$ cat config.mk
export PLATFORM = sky130hd
export DESIGN_NAME = ucode_prefetch_seq
export DESIGN_NICKNAME = d
export VERILOG_FILES = /design/src/rtl/ucode_prefetch_seq.sv
export SDC_FILE = /design/constraint.sdc
export NUM_CORES = 1
export LEC_CHECK = 0
export BUFFER_PORTS_ARGS = -buffer_cell sky130_fd_sc_hd__buf_2
export CORE_UTILIZATION = 40
export DETAILED_ROUTE_END_ITERATION = 8
export GPL_TIMING_DRIVEN = 0
export PLACE_DENSITY = 0.84
export RECOVER_POWER = 50
export SLEW_MARGIN = 0
export SYNTH_ARGS = -nofsm -noshare
export SYNTH_HDL_FRONTEND = slang
export SYNTH_SLANG_ARGS = --single-unit
$ cat constraint.sdc
create_clock -name clk -period 4.3 [get_ports clk]
set_clock_uncertainty 0.05 [all_clocks]
set_input_delay 0.215 -clock clk [delete_from_list [all_inputs] [get_ports clk]]
set_output_delay 0.215 -clock clk [all_outputs]
set_load 0.03 [all_outputs]
$ cat src/rtl/ucode_prefetch_seq.sv
module ucode_prefetch_seq #(
  parameter int OPW = 8,
  parameter int QW  = 4,
  parameter int CW  = 16
) (
  input  logic              clk,
  input  logic              rst_n,
  input  logic              op_fetch,
  input  logic              force_fetch,
  input  logic              stall,
  input  logic              inj_valid,
  input  logic [CW-1:0]     inj_word,
  input  logic [OPW-1:0]    opcode,
  output logic [CW-1:0]     ctrl,
  output logic [OPW+QW-1:0] rom_addr
);
  localparam int AW = OPW + QW;
  localparam logic [CW-1:0] FETCH_BITS = CW'(3);

  logic [QW-1:0] q;
  logic [CW-1:0] mir;
  logic          fetchop_q;
  logic          clr;
  logic          q_zero;
  logic [CW-1:0] store_out;

  function automatic logic [CW-1:0] store_word(input logic [AW-1:0] a);
    logic [OPW-1:0] op;
    logic [QW-1:0]  qi;
    logic [7:0]     lo;
    logic [CW-1:0]  w;
    op = a[AW-1:QW];
    qi = a[QW-1:0];
    case (op[1:0])
      2'd0:    lo = 8'h03;
      2'd1:    lo = (qi >= QW'(1)) ? 8'h03 : {qi[2:0], qi[0], ~qi[0], 3'b000};
      2'd2:    lo = (qi >= QW'(2)) ? 8'h03 : {qi[2:0], qi[0], ~qi[0], 3'b000};
      default: lo = (qi >= QW'(3)) ? 8'h03 : {qi[2:0], qi[0], ~qi[0], 3'b000};
    endcase
    w = '0;
    w[CW-1 -: OPW] = op;
    w[7:0] = lo;
    return w;
  endfunction

  assign rom_addr  = {opcode, q};
  assign store_out = store_word(rom_addr);
  assign ctrl      = mir | (fetchop_q ? FETCH_BITS : '0);
  assign clr       = op_fetch | force_fetch | ctrl[0];
  assign q_zero    = clr | ctrl[1];

  always_ff @(posedge clk) begin
    if (!rst_n) begin
      q         <= '0;
      mir       <= '0;
      fetchop_q <= 1'b1;
    end else begin
      fetchop_q <= force_fetch;
      if (clr)            mir <= '0;
      else if (inj_valid) mir <= inj_word;
      else                mir <= store_out;
      if (q_zero)         q <= '0;
      else if (!stall)    q <= q + QW'(1);
    end
  end
endmodule

# Word level (Yosys, flattened, before mapping)
# Cells that the tools add are included.
dict set report classes {
  addsub 1
  n_reduce_logical 3
  muxes 6
  order_cmp 3
  eq_ne 2
  n_bitwise 6
}
# operator count
set op_table {}
lappend op_table {{$mux 8} 3}
lappend op_table {{$pmux 8 s3} 1}
lappend op_table {{$mux 16} 1}
lappend op_table {{$or 16x2->16} 1}
lappend op_table {{$ge 4x2->1 const B} 2}
lappend op_table {{$add 4x1->4 const B} 1}
lappend op_table {{$ge 4x1->1 const B} 1}
lappend op_table {{$reduce_or 2->1} 2}
lappend op_table {{$or 1x1->1} 3}
lappend op_table {{$eq 2x1->1 const B} 1}
lappend op_table {{$eq 2x2->1 const B} 1}
lappend op_table {{$logic_not 2->1} 1}
lappend op_table {{$mux 2} 1}
lappend op_table {{$not 1->1} 2}
dict set report totals {
  in_bits 30
  wordCells 24
  register_bits 21
}

# Logic depth before layout (Yosys ltp)
dict set report depth {
  word_depth 5
  mapped_depth 6
  depth_no_buf 6
}

# Least setup slack after synthesis
# OpenSTA, ideal clock, no wires.
dict set report synth_path {
  kind {reg2reg}
  from {reg q[1]}
  to {reg mir[3]}
  synth_period_minus_slack_ps 2058
  arrival_time_ps 1924
  path_slack_ps 2242
  stages_incl_launch_ff 7
  path_cell_list {dfxtp_1 > inv_1 > ha_1 > or3b_1 > and3_1 > or3_4 > o31ai_4}
}
dict set report synth_via {
  elab_chain_len 4
  word_cells_on_any_way 8
  cone_classes {order compare: 3; mux: 5}
}
# item line
set synth_lines {}
lappend synth_lines {{start, declared} 20} ;# logic [QW-1:0] q;
lappend synth_lines {{start signal, assigned} 63} ;# else if (!stall) q <= q + QW'(1);
lappend synth_lines {{$ge 4x2->1, or another cell as far along} 38} ;# default: lo = (qi >= QW'(3)) ? 8'h03 : {qi[2:0], qi[0], ~qi[0], 3'b000};
lappend synth_lines {{$mux 8 (on tied branches)} {38, 36, 37}}
lappend synth_lines {{$pmux 8 s3 (*)} 34} ;# case (op[1:0])
lappend synth_lines {{$mux 16 (*)} 60} ;# else if (inj_valid) mir <= inj_word;
lappend synth_lines {{end signal, assigned} 60}
lappend synth_lines {{end signal, assigned} 61} ;# else mir <= store_out;
lappend synth_lines {{end, declared} 21} ;# logic [CW-1:0] mir;
# Mark *: on every way between the ends. The rest lies on a longest branch, timed or not.
# A chain may end at the register's enable or synchronous reset.

# Worst setup path after layout
# Ends and elaborated chain as after synthesis.

==> metrics <==
status complete, no violations; Post-synth top flop dfxtp_1; synthesis-to-layout area growth 31.0%; n_diodes 0; Worst Hold Launch rst_n; Final Hold Fails 0; placed cells roughly 190; port buffer count 56; Post-synth ARST share 0%; Bufs on Longest Clock Path 2; Filler cells 227; Worst EP required between 4 and 5 ns; Avg Inst Size Synth about 9.5 um2; worst hold path class in -> reg; count of unique library cells instantiated by Yosys 28; largest net degree at the start of global routing 14; clk root buf clkbuf_4; CP Launch Type register; Final Cycle Share approximately 46%; fmax 506 MHz; placed cell areas ~1300 um2; fin util approximately 58%; Synth top area share between 40% and 50%; DRC Markers 0; Yosys top cell by area dfxtp_1; Max Slew Vio Count 0; count leader, synth buf_4; CP Cell Sequence inv_1, ha_1, or3b_1, and3_1, or3_4, o31ai_4; Setup crit end kind register; worst-margin pin slew 0.525 ns; Worst slew margin 64.7%; final non-filler cell total 195; grt ovf 0; yosys warns 0; worst hold path depth 2; MaxCap Viol Count 0; wire length per cell ~11 um; WS Path Type reg -> reg; hpwl dp ~1700 um; CTS tree built; post_cts resized 0; gpl congestion between 0.8 and 0.9; first-pass GRT wire length around 3200 um; Die Span Y between 50 and 60 um; Layout Nets approximately 200; Post-CTS Setup Bufs 0; Leak roughly 0.64 nW; final total negative setup slack 0 ns; Worst Hold End fetchop_q$_SDFF_PN1_; full die area approximately 2800 um2; Cell Rows 17; share of layout cells above drive strength 1 38.3%; Worst R2R Start q[1]$_SDFFE_PP0N_; number of global-route vias before repair roughly 860; sequential area share after synthesis 41.2%; clk sinks 21; DRT Pass-1 Iters 4; Synthesized Nets 140; Iteration-0 DRC Markers 3; reg-to-reg slack, setup between 2 and 2.5 ns; CP arrival 2.17 ns; CTS buffer count 3; initial antenna violation count 0; Post-Layout Inst Area roughly 1300 um2; critical-path maximum fanout 6; slowest CP cell dfxtp_1; Syn Inst Count between 100 and 150; Synth area leaders dfxtp_1 (41%), buf_4 (16%), mux2i_1 (8.8%); clock latency at the later pin of the worst-skew pair about 0.31 ns; clock slew at reported path FFs 0.13 ns; slowest stage delay, CP between 0.4 and 0.5 ns; RSZ-0062 raised after global routing false; Pwr per Cell Area ~270 nW/um2; die span in x approximately 53 um; Tmin final around 2.0 ns; # hold bufs at CTS 0; EDFF count, synth 0; final wirelength between 2000 and 2500 um; Pwr Total approximately 360 uW; FF-to-FF path depth 6; Mapped Area 1020 um2; routed via count between 900 and 1000; H-Tree Level Count 1; Post-DRT Antenna Nets 0; initial core utilization approximately 44%; via/cell ratio 4.65; VDD IR-drop max between 0.15 and 0.2 mV; commonest cells in the netlist buf_4 (22), dfxtp_1 (21), mux2i_1 (9), nor2_1 (9), nor3_1 (8); Ports just under 60; R2R Path End mir[3]$_SDFF_PP0_; Placeable Area between 2000 and 2500 um2; Seq cells post-synth 21; setup violators final 0; GRT Overall Usage between 10% and 20%
==> worst max-delay path: cells and delay by family, from the launching register on <==
| family | cells | cell delay [ns] |
|---|---|---|
| compound gates | 1 | 0.18 |
| fa+ha+maj | 1 | 0.18 |
| buf+inv | 1 | 0.11 |
| flops | 1 | 0.44 |
| simple gates | 3 | 0.95 |
==> sequential cells by signal, summed over array words and instances, names as in the netlist <==
name	count
mir	16
fetchop_q	1
q	4
==> cell usage in the layout, fill, tap and decap left out, drive strengths merged <==
cell,count
buf,57
clkbuf,28
dfxtp,21
mux2i,9
nor2,9
nor3,8
nor2b,3
and3,3
nand3,3
ha,3
or3,3
inv,2
xor2,2
nand2,2
a21oi,2
o21ai,2
or2,2
nand2b,1
xnor2,1
nand4b,1
or3b,1
or2b,1
a211oi,1
o31ai,1
clkinvlp,1
==> area by class of cell <==
cell class | count | area, um2 | area share [%]
inverters | 2 | 7.51 | 0.561
repair buffers | 56 | 251 | 18.8
clock inverters | 1 | 7.51 | 0.561
well taps | 28 | 35.0 | 2.62
plain buffers | 26 | 189 | 14.1
clock buffers | 3 | 22.5 | 1.68
multi-input cells | 58 | 404 | 30.2
flip-flops and latches | 21 | 420 | 31.4
==> kinds of logic (layout without fill, tap and decap cells) <==
kind of cell	after synthesis	count (layout)	synth area share, %
AO/OA/AOI/OAI	6	6	4.78
XOR/XNOR	3	3	2.57
adder cells (fa/ha/maj)	3	3	3.68
buffers and inverters	28	88	19.2
flip-flops	21	21	41.2
multiplexers	9	9	8.82
AND/OR/NAND/NOR	37	37	19.7
==> metrics by stage <==
step / setup WS [ns] / hold slack (ns)
final: 2.32 / 0.0559
after global routing: 2.26 / 0.0762
after CTS: 2.33 / 0.0460
after detailed placement: 2.36 / 0.386
after global placement: 2.43 / 0.368
after floorplan: 2.24 / 0.273
==> layer usage <==
| layer | up-vias | GRT usage, % | share of wire [%] |
|---|---|---|---|
| met5 | - | 0 | 0 |
| met4 | 0 | 8.77 | 0.73 |
| met3 | 2 | 2.61 | 6.9 |
| met2 | 41 | 31.9 | 53 |
| met1 | 409 | 15.1 | 40 |
| li1 | 455 | - | - |
==> worst max path at each step <==
stage                 startpoint                end  slack [ns]  cells past startpoint
3_5_place_dp   q[1]$_SDFFE_PP0N_  mir[3]$_SDFF_PP0_        2.36                      6
5_1_grt        q[1]$_SDFFE_PP0N_  mir[3]$_SDFF_PP0_        2.26                      6
3_3_place_gp   q[1]$_SDFFE_PP0N_  mir[3]$_SDFF_PP0_        2.43                      6
2_1_floorplan  q[1]$_SDFFE_PP0N_  mir[3]$_SDFF_PP0_        2.24                      6
4_1_cts        q[1]$_SDFFE_PP0N_  mir[3]$_SDFF_PP0_        2.33                      6
6_report       q[1]$_SDFFE_PP0N_  mir[3]$_SDFF_PP0_        2.32                      6
==> power breakdown <==
group	switching, mW	internal (mW)	leakage (nW)
Combinational	0.0317	0.0268	0.455
Clock	0.0645	0.0355	0.0139
Sequential	0.000940	0.197	0.170
Total	0.0972	0.259	0.638
Power figures use the tool's default switching activity.
